## src/rtl/dxw_pkg.sv

```systemverilog
// Shared constants for the two-stage watchdog: word map, bit positions,
// reset defaults. Assumes a 32-bit data bus with four byte strobes.
package dxw_pkg;
    localparam int DATA_W    = 32;
    localparam int BE_W      = DATA_W / 8;
    localparam int CNT_W_DEF = 10;

    typedef logic [2:0] word_t;
    localparam word_t W_RELOAD = 3'd0;
    localparam word_t W_MAIL   = 3'd1;
    localparam word_t W_STAT   = 3'd2;
    localparam word_t W_CTRL   = 3'd3;
    localparam word_t W_TMO    = 3'd4;

    localparam int ST1_DIN    = 1;
    localparam int ST1_DOUT   = 2;
    localparam int ST1_TMO    = 3;
    localparam int ST2_SECOND = 1;
    localparam int ST2_BOOT   = 2;
    localparam int CT1_HALT   = 11;
    localparam int CT1_LOCK   = 12;

    localparam logic [15:0] CTRL2_RST  = 16'h0008;
    localparam logic [7:0]  IRQGEN_RST = 8'h03;
    localparam int          TMO_RST    = 4;
endpackage

```

## src/rtl/dxw_countdown.sv

```systemverilog
// Countdown counter. Decrements on a tick while running and flags an expiry
// when a tick finds it at 1 or 0, reloading from the timeout value at that
// moment. A load request takes priority over a tick in the same cycle.
module dxw_countdown #(
    parameter int CNT_W = 10
) (
    input  logic             clk,
    input  logic             rst_n,
    input  logic             tick_i,
    input  logic             run_i,
    input  logic             load_i,
    input  logic [CNT_W-1:0] reload_val_i,
    output logic [CNT_W-1:0] cnt_o,
    output logic             expire_o
);
    localparam logic [CNT_W-1:0] ONE = CNT_W'(1);

    logic [CNT_W-1:0] cnt_q;
    logic             step;

    // Qualify the tick: running and not overridden by a load
    assign step     = tick_i && run_i && !load_i;
    assign expire_o = step && (cnt_q <= ONE);
    assign cnt_o    = cnt_q;

    // Counter register: load, reload on expiry, or decrement
    always_ff @(posedge clk) begin
        if (!rst_n)
            cnt_q <= '0;
        else if (load_i || expire_o)
            cnt_q <= reload_val_i;
        else if (step)
            cnt_q <= cnt_q - ONE;
    end

    a_r3_decrement: assert property (@(posedge clk) disable iff (!rst_n)
        (tick_i && run_i && !load_i && cnt_q > ONE) |=> (cnt_q == $past(cnt_q) - ONE));
    a_r4_halt_holds: assert property (@(posedge clk) disable iff (!rst_n)
        (!run_i && !load_i) |=> $stable(cnt_q));
    a_r11_no_tick_holds: assert property (@(posedge clk) disable iff (!rst_n)
        (!tick_i && !load_i) |=> $stable(cnt_q));
endmodule

```

## src/rtl/dxw_escalate.sv

```systemverilog
// Two-stage escalation. The first expiry sets the timeout flag. An expiry
// seen while that flag is set raises the second-timeout flag and, when the
// strap allows, the boot flag and a one-cycle action pulse. A set beats a
// same-cycle write-one-to-clear.
module dxw_escalate (
    input  logic clk,
    input  logic rst_n,
    input  logic expire_i,
    input  logic no_reboot_i,
    input  logic clr_tmo_i,
    input  logic clr_second_i,
    input  logic clr_boot_i,
    output logic tmo_o,
    output logic second_o,
    output logic boot_o,
    output logic action_o
);
    logic tmo_q, second_q, boot_q, act_q;

    // First-stage timeout flag
    always_ff @(posedge clk) begin
        if (!rst_n)        tmo_q <= 1'b0;
        else if (expire_i) tmo_q <= 1'b1;
        else if (clr_tmo_i) tmo_q <= 1'b0;
    end

    // Second-stage flags and action pulse
    always_ff @(posedge clk) begin
        if (!rst_n) begin
            second_q <= 1'b0;
            boot_q   <= 1'b0;
            act_q    <= 1'b0;
        end else begin
            act_q <= 1'b0;
            if (expire_i && tmo_q) begin
                second_q <= 1'b1;
                if (!no_reboot_i) begin
                    boot_q <= 1'b1;
                    act_q  <= 1'b1;
                end else if (clr_boot_i) begin
                    boot_q <= 1'b0;
                end
            end else begin
                if (clr_second_i) second_q <= 1'b0;
                if (clr_boot_i)   boot_q   <= 1'b0;
            end
        end
    end

    assign tmo_o    = tmo_q;
    assign second_o = second_q;
    assign boot_o   = boot_q;
    assign action_o = act_q;

    a_r7_second_needs_first: assert property (@(posedge clk) disable iff (!rst_n)
        $rose(second_q) |-> $past(tmo_q));
    a_r8_action_allowed: assert property (@(posedge clk) disable iff (!rst_n)
        act_q |-> ($past(!no_reboot_i) && boot_q && second_q));
    a_r5_expiry_sets_flag: assert property (@(posedge clk) disable iff (!rst_n)
        expire_i |=> tmo_q);
endmodule

```

## src/rtl/dxw_regfile.sv

```systemverilog
// Software-visible storage: mailbox bytes and their flags, control bits with
// a sticky lock, second control field, timeout value (masked to the counter
// width) and interrupt generation byte. Also decodes reload and
// write-one-to-clear requests for the status word.
module dxw_regfile
    import dxw_pkg::*;
#(
    parameter int CNT_W = CNT_W_DEF
) (
    input  logic              clk,
    input  logic              rst_n,
    input  logic              wr_en_i,
    input  word_t             wr_word_i,
    input  logic [BE_W-1:0]   wr_be_i,
    input  logic [DATA_W-1:0] wr_data_i,
    output logic [7:0]        din_o,
    output logic [7:0]        dout_o,
    output logic              din_flag_o,
    output logic              dout_flag_o,
    output logic              halt_o,
    output logic              lock_o,
    output logic [15:0]       ctrl2_o,
    output logic [CNT_W-1:0]  tmo_val_o,
    output logic [7:0]        irqgen_o,
    output logic              load_o,
    output logic [15:0]       w1c_st1_o,
    output logic [15:0]       w1c_st2_o
);
    logic [BE_W-1:0]   wb_mail, wb_stat, wb_ctrl, wb_tmo;
    logic [DATA_W-1:0] bytemask;
    logic [15:0]       tmo_merged;
    logic              din_wr, dout_wr;

    // Per-word byte strobes
    assign wb_mail = (wr_en_i && wr_word_i == W_MAIL) ? wr_be_i : '0;
    assign wb_stat = (wr_en_i && wr_word_i == W_STAT) ? wr_be_i : '0;
    assign wb_ctrl = (wr_en_i && wr_word_i == W_CTRL) ? wr_be_i : '0;
    assign wb_tmo  = (wr_en_i && wr_word_i == W_TMO)  ? wr_be_i : '0;
    assign load_o  = wr_en_i && (wr_word_i == W_RELOAD) && (|wr_be_i);

    // Expand strobes to a bit mask
    generate
        for (genvar b = 0; b < BE_W; b++) begin : g_mask
            assign bytemask[8*b +: 8] = {8{wr_be_i[b]}};
        end
    endgenerate

    // Write-one-to-clear requests, gated by strobes
    assign w1c_st1_o = (wr_en_i && wr_word_i == W_STAT) ? (wr_data_i[15:0]  & bytemask[15:0])  : '0;
    assign w1c_st2_o = (wr_en_i && wr_word_i == W_STAT) ? (wr_data_i[31:16] & bytemask[31:16]) : '0;

    assign din_wr  = wb_mail[0];
    assign dout_wr = wb_mail[1];

    // Merge a timeout write with the current value, then mask to the counter width
    assign tmo_merged = (16'(tmo_val_o) & ~bytemask[15:0]) | (wr_data_i[15:0] & bytemask[15:0]);

    // Mailbox bytes
    always_ff @(posedge clk) begin
        if (!rst_n) begin
            din_o  <= '0;
            dout_o <= '0;
        end else begin
            if (din_wr)  din_o  <= wr_data_i[7:0];
            if (dout_wr) dout_o <= wr_data_i[15:8];
        end
    end

    // Mailbox interrupt flags: set on write, cleared by writing one
    always_ff @(posedge clk) begin
        if (!rst_n) begin
            din_flag_o  <= 1'b0;
            dout_flag_o <= 1'b0;
        end else begin
            if (din_wr)                   din_flag_o  <= 1'b1;
            else if (w1c_st1_o[ST1_DIN])  din_flag_o  <= 1'b0;
            if (dout_wr)                  dout_flag_o <= 1'b1;
            else if (w1c_st1_o[ST1_DOUT]) dout_flag_o <= 1'b0;
        end
    end

    // Control word: halt is plain, lock only ever sets
    always_ff @(posedge clk) begin
        if (!rst_n) begin
            halt_o  <= 1'b0;
            lock_o  <= 1'b0;
            ctrl2_o <= CTRL2_RST;
        end else begin
            if (wb_ctrl[CT1_HALT/8]) halt_o <= wr_data_i[CT1_HALT];
            if (wb_ctrl[CT1_LOCK/8]) lock_o <= lock_o | wr_data_i[CT1_LOCK];
            if (wb_ctrl[2]) ctrl2_o[7:0]  <= wr_data_i[23:16];
            if (wb_ctrl[3]) ctrl2_o[15:8] <= wr_data_i[31:24];
        end
    end

    // Timeout value and interrupt generation byte
    always_ff @(posedge clk) begin
        if (!rst_n) begin
            tmo_val_o <= CNT_W'(TMO_RST);
            irqgen_o  <= IRQGEN_RST;
        end else begin
            if (wb_tmo[0] || wb_tmo[1]) tmo_val_o <= tmo_merged[CNT_W-1:0];
            if (wb_tmo[2])              irqgen_o  <= wr_data_i[23:16];
        end
    end

    a_r9_lock_sticky: assert property (@(posedge clk) disable iff (!rst_n)
        lock_o |=> lock_o);
    a_r1_reset_defaults: assert property (@(posedge clk) disable iff (!rst_n)
        $past(!rst_n) |-> (ctrl2_o == CTRL2_RST && irqgen_o == IRQGEN_RST
                           && tmo_val_o == CNT_W'(TMO_RST) && !lock_o && !halt_o));
    a_r10_mail_flag: assert property (@(posedge clk) disable iff (!rst_n)
        din_wr |=> din_flag_o);
    a_r6_stat_write_no_side: assert property (@(posedge clk) disable iff (!rst_n)
        (|wb_stat) |=> $stable(tmo_val_o));
endmodule

```

## src/rtl/dual_expiry_watchdog.sv

```systemverilog
// Top of the two-stage watchdog. Decodes the word address, routes writes to
// the register file, connects the countdown and escalation stages, and
// drives the combinational read mux. Assumes one bus access per cycle.
module dual_expiry_watchdog
    import dxw_pkg::*;
#(
    parameter int CNT_W  = CNT_W_DEF,
    parameter int ADDR_W = 5
) (
    input  logic              clk,
    input  logic              rst_n,
    input  logic              tick_i,
    input  logic              no_reboot_i,
    input  logic [ADDR_W-1:0] bus_addr_i,
    input  logic              bus_we_i,
    input  logic [BE_W-1:0]   bus_be_i,
    input  logic [DATA_W-1:0] bus_wdata_i,
    output logic [DATA_W-1:0] bus_rdata_o,
    output logic              action_o
);
    localparam int WSEL_LO = $clog2(BE_W);

    word_t            word_sel;
    logic [7:0]       din, dout, irqgen;
    logic             din_flag, dout_flag, halt, lock, load, expire;
    logic [15:0]      ctrl2, w1c1, w1c2, st1, st2, ct1;
    logic [CNT_W-1:0] tmo_val, cnt;
    logic             tmo_flag, second_flag, boot_flag;

    assign word_sel = bus_addr_i[WSEL_LO +: 3];

    dxw_regfile #(.CNT_W(CNT_W)) u_regs (
        .clk(clk), .rst_n(rst_n),
        .wr_en_i(bus_we_i), .wr_word_i(word_sel),
        .wr_be_i(bus_be_i), .wr_data_i(bus_wdata_i),
        .din_o(din), .dout_o(dout),
        .din_flag_o(din_flag), .dout_flag_o(dout_flag),
        .halt_o(halt), .lock_o(lock), .ctrl2_o(ctrl2),
        .tmo_val_o(tmo_val), .irqgen_o(irqgen),
        .load_o(load), .w1c_st1_o(w1c1), .w1c_st2_o(w1c2)
    );

    dxw_countdown #(.CNT_W(CNT_W)) u_count (
        .clk(clk), .rst_n(rst_n),
        .tick_i(tick_i), .run_i(!halt), .load_i(load),
        .reload_val_i(tmo_val), .cnt_o(cnt), .expire_o(expire)
    );

    dxw_escalate u_esc (
        .clk(clk), .rst_n(rst_n),
        .expire_i(expire), .no_reboot_i(no_reboot_i),
        .clr_tmo_i(w1c1[ST1_TMO]),
        .clr_second_i(w1c2[ST2_SECOND]),
        .clr_boot_i(w1c2[ST2_BOOT]),
        .tmo_o(tmo_flag), .second_o(second_flag),
        .boot_o(boot_flag), .action_o(action_o)
    );

    // Assemble status and control halves
    always_comb begin
        st1 = '0;
        st1[ST1_DIN]  = din_flag;
        st1[ST1_DOUT] = dout_flag;
        st1[ST1_TMO]  = tmo_flag;
        st2 = '0;
        st2[ST2_SECOND] = second_flag;
        st2[ST2_BOOT]   = boot_flag;
        ct1 = '0;
        ct1[CT1_HALT] = halt;
        ct1[CT1_LOCK] = lock;
    end

    // Read mux by word
    always_comb begin
        unique case (word_sel)
            W_RELOAD: bus_rdata_o = DATA_W'(cnt);
            W_MAIL:   bus_rdata_o = {16'h0, dout, din};
            W_STAT:   bus_rdata_o = {st2, st1};
            W_CTRL:   bus_rdata_o = {ctrl2, ct1};
            W_TMO:    bus_rdata_o = {8'h0, irqgen, 16'(tmo_val)};
            default:  bus_rdata_o = '0;
        endcase
    end

    a_r2_tmo_masked: assert property (@(posedge clk) disable iff (!rst_n)
        (bus_we_i && word_sel == W_TMO && bus_be_i[1:0] == 2'b11)
        |=> (tmo_val == $past(bus_wdata_i[CNT_W-1:0])));
    a_r5_reload_on_expiry: assert property (@(posedge clk) disable iff (!rst_n)
        expire |=> (cnt == $past(tmo_val)));
endmodule

```

## config.mk

```make
export PLATFORM = sky130hd
export DESIGN_NAME = dual_expiry_watchdog
export DESIGN_NICKNAME = d
export VERILOG_FILES = /design/src/rtl/dxw_pkg.sv /design/src/rtl/dxw_countdown.sv /design/src/rtl/dxw_escalate.sv /design/src/rtl/dxw_regfile.sv /design/src/rtl/dual_expiry_watchdog.sv
export SDC_FILE = /design/constraint.sdc
export NUM_CORES = 1
export LEC_CHECK = 0
export BUFFER_PORTS_ARGS = -buffer_cell sky130_fd_sc_hd__buf_2
export CORE_MARGIN = 5
export CORE_UTILIZATION = 30
export DETAILED_ROUTE_END_ITERATION = 7
export GPL_TIMING_DRIVEN = 0
export PLACE_DENSITY_LB_ADDON = 0.05
export SLEW_MARGIN = 30
export SYNTH_ARGS = -nofsm -noshare
export SYNTH_HDL_FRONTEND = slang
export SYNTH_SLANG_ARGS = --single-unit
```

## constraint.sdc

```tcl
create_clock -name clk -period 1.8 [get_ports clk]
set_input_delay 0.36 -clock clk [delete_from_list [all_inputs] [get_ports clk]]
set_output_delay 0.36 -clock clk [all_outputs]
set_load 0.02 [all_outputs]
```

Word level (Yosys, flattened, before mapping):

Index checks and enable logic that the tools add are counted.

* bits of input ports: 46
* word-level logic and storage cells: 69
* output and inout port bits: 33
* flip-flop bits (word level): 68

* equal/unequal tests: 4
* $lt $le $gt $ge: 1
* reductions and logical operators: 22
* bitwise logic cells: 6
* add/subtract/negate cells: 1
* multiplexer cells: 20

Operators with widths (count)
* one-hot mux 32 bit (5 select lines): 1
* AND 10 bit: 2
* two-way mux 10 bit: 2
* two-way mux 1 bit: 12
* <= comparator 10 x 1 -> 1 bit, second input constant: 1
* logical AND 1 bit: 10
* inverter 10 bit: 1
* OR 10 bit: 1
* nonzero test 2 bit: 5
* subtractor 10 x 1 -> 10 bit, second input constant: 1
* two-way mux 4 bit: 2
* equality test 3 x 2 -> 1 bit, second input constant: 2
* two-way mux 3 bit: 2
* OR reduction 4 bit: 1
* AND 3 bit: 1
* equality test 3 x 1 -> 1 bit, second input constant: 1
* equality test 3 bit, second input constant: 1
* logical NOT 3 bit: 1
* logical NOT 1 bit: 2
* logical OR 1 bit: 2
* two-way mux 2 bit: 1
* AND reduction 2 bit: 1
* OR 1 bit: 1

Logic depth before layout (Yosys ltp):

* depth in word-level cells: 8
* depth in mapped cells: 7
* depth with buffers taken out: 6

By module:

Synthesis repeated with hierarchy kept, for this count alone.

* cells, all modules: 449
* area total of the unflattened synthesis: 3797.4 µm²

Modules (own cells, without submodules)
* dxw_regfile: area an instance 2381.0 µm², seq. area each 1081.0 µm², times used 1, cells each 268
* dxw_countdown: area an instance 678.2 µm², seq. area each 200.2 µm², times used 1, cells each 85
* dual_expiry_watchdog: area an instance 600.6 µm², seq. area each 0.0 µm², times used 1, cells each 83
* dxw_escalate: area an instance 137.6 µm², seq. area each 80.1 µm², times used 1, cells each 13

Worst setup path after synthesis:

No wires, ideal clock.

* path kind: input -> register
* start point: in bus_addr_i[4]
* end point: reg u_esc.second_q, in the netlist u_esc.second_o
* setup slack: 11 ps
* arrival: 1661 ps
* stages on the path: 7
* setup time: 128 ps
* data required time: 1672 ps
* path through: buf_6 -> or4b_4 -> or2_0 -> buf_2 -> buf_6 -> a32oi_1 -> nor2_1

* word-level cells in the longest chain between the ends: 8
* elaborated cells between the ends (all ways): 12

RTL lines
* start, declared: RTL line dual_expiry_watchdog.sv:14 `input logic [ADDR_W-1:0] bus_addr_i,`
* logical NOT 3 bit: RTL line dxw_regfile.sv:39 `assign load_o = wr_en_i && (wr_word_i == W_RELOAD) && (|wr_be_i);`
* logical AND 1 bit (2 in a row): RTL line dxw_regfile.sv:39
* logical NOT 1 bit: RTL line dxw_countdown.sv:22 `assign step = tick_i && run_i && !load_i;`
* logical AND 1 bit: RTL line dxw_countdown.sv:22
* logical AND 1 bit: RTL line dxw_countdown.sv:23 `assign expire_o = step && (cnt_q <= ONE);`
* logical AND 1 bit: RTL line dxw_escalate.sv:35 `if (expire_i && tmo_q) begin`
* two-way mux 1 bit or nonzero test 2 bit (tied branches)
* end signal, assigned: RTL line dxw_escalate.sv:30 `second_q <= 1'b0;`
* end signal, assigned: RTL line dxw_escalate.sv:36 `second_q <= 1'b1;`
* end signal, assigned: RTL line dxw_escalate.sv:44 `if (clr_second_i) second_q <= 1'b0;`
* end, declared: RTL line dxw_escalate.sv:18 `logic tmo_q, second_q, boot_q, act_q;`

Several ways; a longest one is shown, not always the timed one.
A chain may end at the register's enable or synchronous reset.

Worst setup path in the final report:

* start point: in bus_addr_i[3]
* end point: out bus_rdata_o[16]

* word-level cells in the longest chain between the ends: 2
* elaborated cells between the ends (all ways): 6

RTL lines
* equality test 3 bit (tied with other cells): RTL line dual_expiry_watchdog.sv:75 `unique case (word_sel)`
* one-hot mux 32 bit (5 select lines) (*): RTL line dual_expiry_watchdog.sv:75
* end, declared: RTL line dual_expiry_watchdog.sv:18 `output logic [DATA_W-1:0] bus_rdata_o,`

Every way passes the cells marked *; elsewhere a longest branch is shown, timed or not.

==> impl_results.md <==
* Post-Syn Area per Cell at 8.73 um^2
* Hold slack at 0.234 ns
* Peak VDD IR at 0.000423 V
* Synth warn at 0
* RR Startpoint: u_count.cnt_o[1]
* Post-synthesis adder-cell area fraction at 0.750%
* FP Rows at 38
* Inst Count DP at 597
* R2r setup slk at 0.08 ns
* Number of synthesized register bits at 68
* Critical Path AT at 1.38 ns
* Worst Setup EP: bus_rdata_o[16]
* Dpl hpwl at 7830 um
* Area Overhead vs Synth at 29.8%
* Nets at 524
* Vias at 3140
* DRT Wirelength at 10800 um
* First-pass iteration count of the detailed router at 5
* Cell area after synthesis at 3340 um^2
* Largest family of logic cells by synthesized area: simple AND/OR/NAND/NOR gates
* CTS tree: built
* Number of I/O pins at 79
* Post-layout minimum cycle time at 1.74 ns
* Non-Filler Instances at 621
* RSZ-0062 raised after global routing: no
* Power per standard cell area at 963 nW/um^2
* Top_reg_cell synth: dfxtp_1
* CTS Buf Count at 9
* CTS max path bufs at 2
* Post-synth cell types at 53
* Max H-tree Level at 3
* Mux contribution to synthesized area at 16.8%
* Die area at 13300 um^2
* Crit Path Max Fanout at 8
* Final Slew Violations at 0
* Final Hold Viols at 0
* Clock sinks at 68
* Synth Area in Simple Gates at 23.4%
* Vias in the first global route at 3175
* Worst-Margin Slew at 0.702 ns
* Wirelength per Cell at 17.3 um
* Clk slew on worst S/H paths at 0.08 ns
* Die W at 115 um
* Asr flop ratio synth at 0%
* CORE AREA at 10900 um^2
* PortBufs at 75
* Grt ovf at 0
* Routability congestion estimate at 0.897
* Setup Skew at 0.00365 ns
* Slew headroom at 53.2%
* Leak pwr at 1.91 nW
* Endpoints failing setup at 0
* Length in cells of the worst reg-to-reg path at 7
* Power Total at 4.17 mW
* Number of synthesized flops with an enable pin at 0
* Root buffer cell: clkbuf_8
* Ant diodes at 0
* Die height at 115 um
* Pre-CTS WS at -0.589 ns
* MaxCap Viol Count at 0
* DR iter-0 viols at 117
* Initial antenna violation count at 0
* Critical Path Start: bus_addr_i[3]
* Period Utilization, post-route at 96.4%
* Compound-Gate Fraction of Synth Area at 13.5%
* Critical Path End Type: output pin
* Setup TNS at 0 ns
* Vias per cell at 5.06
* Sequential area share after synthesis at 40.8%
* Worst hold path type: primary input to flop
* Worst skew pair latency at 0.35 ns
* Post-cts hold buffer count at 0
* Tot GR Track Use at 16.7%
* Crit path kind: primary input to output pin
* Final ANT Viol Nets at 0
* Crit Reg-Reg Endpoint: u_esc.boot_o
* Net count after synthesis at 430
* Setup ws final at 0.0643 ns
* Mapped Cells at 382
* Data required time of the critical path at 1.44 ns
* Outcome: complete, no violations
* Xor/xnor share of the synthesized area at 0.525%
* Fmax at 0.576 GHz
* Remaining DRCs at 0
* Share of layout cells above drive strength 1 at 28.7%
* Initial Util at 30.6%
* Largest net degree at the start of global routing at 13
* First-pass GRT wire length at 17100 um
* Critical Path Start Type: primary input
-- per-layer routing --
layer	GRT usage, %	vias up	part of all wire, %
li1	-	1543	-
met1	22.0	1473	45
met2	26.9	111	47
met3	4.49	13	7.3
met4	5.09	0	1.5
met5	0	-	0
-- repair_timing --
action | in CTS | in global routing
buffers inserted | 7 | 4
setup endpoints to repair | 78 | 27
gates resized for setup | 38 | 25
pin swaps | 3 | 7
-- cell type report --
| cell class | instances | area [um^2] |
|---|---|---|
| Buffer | 22 | 146 |
| Clock buffer | 11 | 151 |
| Clock inverter | 5 | 35.0 |
| Fill cell | 1152 | 6560 |
| Inverter | 4 | 15.0 |
| Multi-Input combinational cell | 285 | 1910 |
| Sequential cell | 68 | 1370 |
| Tap cell | 140 | 175 |
| Timing Repair Buffer | 86 | 532 |
-- worst max-delay path: stages --
cell	delay, ns
buf_6	0.11
buf_6	0.13
and3b_2	0.26
buf_12	0.15
a22o_1	0.22
buf_6	0.14
-- synth_stat cells (2+ instances only) --
cell / number / share of area [%]
a211oi_1: 2 / 0.45
a21boi_0: 4 / 0.90
a21oi_1: 20 / 3.0
a22o_1: 6 / 1.6
a22oi_1: 3 / 0.68
a311oi_1: 2 / 0.53
a41oi_1: 2 / 0.53
and2_1: 12 / 2.3
and3_1: 6 / 1.1
buf_2: 6 / 0.90
buf_4: 2 / 0.45
buf_6: 2 / 0.68
clkbuf_1: 14 / 1.6
dfxtp_1: 68 / 41
ha_1: 2 / 0.75
inv_1: 4 / 0.45
mux2i_1: 56 / 17
nand2_1: 28 / 3.2
nand2b_1: 2 / 0.38
nand3_1: 11 / 1.7
nand3b_1: 2 / 0.45
nand4_1: 6 / 1.1
nor2_1: 69 / 7.8
nor2b_1: 5 / 0.94
nor3_1: 4 / 0.60
nor3b_1: 2 / 0.45
o2111ai_1: 2 / 0.53
o211ai_1: 3 / 0.68
o21a_1: 4 / 0.90
o21ai_0: 9 / 1.4
or3_1: 2 / 0.38
-- cell usage in the layout (no fill, tap or decap), types with 7 or more instances in the layout --
cell / netlist / layout
buf_2: 6 / 69
nor2_1: 69 / 68
dfxtp_1: 68 / 64
mux2i_1: 56 / 56
nand2_1: 28 / 28
a21oi_1: 20 / 20
buf_4: 2 / 13
and2_1: 12 / 12
buf_6: 2 / 11
clkbuf_8: 0 / 11
nand3_1: 11 / 10
clkbuf_1: 14 / 9
o21ai_0: 9 / 7
-- metrics by stage --
step                utilization (%)  area (um^2)
floorplan                         -         3340
global placement               35.7         3890
detailed placement             35.7         3890
CTS                            39.2         4260
global route                   39.8         4330
finish                         39.8         4330
-- cells by family (layout without fill, tap and decap cells) --
| logic type | count (synthesis) | after routing |
|---|---|---|
| AO/OA/AOI/OAI | 66 | 66 |
| XOR/XNOR | 2 | 2 |
| adder cells (fa/ha/maj) | 2 | 2 |
| buffers and inverters | 29 | 128 |
| flip-flops | 68 | 68 |
| multiplexers | 56 | 56 |
| AND/OR/NAND/NOR | 159 | 159 |
-- report_power, final --
part	internal (mW)	switching, mW	total [mW]
registers	1.63	0.166	1.80
logic	0.542	0.618	1.16
clock network	0.578	0.631	1.21
-- how the worst min path moves through the flow --
stage                                  start                 end  slack [ns]  cells after the start
after floorplan           u_regs.irqgen_o[2]  u_regs.irqgen_o[2]        0.44                      2
after global placement    u_regs.irqgen_o[7]  u_regs.irqgen_o[7]        0.44                      2
after detailed placement  u_regs.irqgen_o[6]  u_regs.irqgen_o[6]        0.45                      2
after CTS                    bus_wdata_i[25]   u_regs.ctrl2_o[9]        0.21                      3
after global routing         bus_wdata_i[28]  u_regs.ctrl2_o[12]        0.23                      3
final                        bus_wdata_i[28]  u_regs.ctrl2_o[12]        0.23                      3
Note: power is estimated with default switching activity, not from simulation.
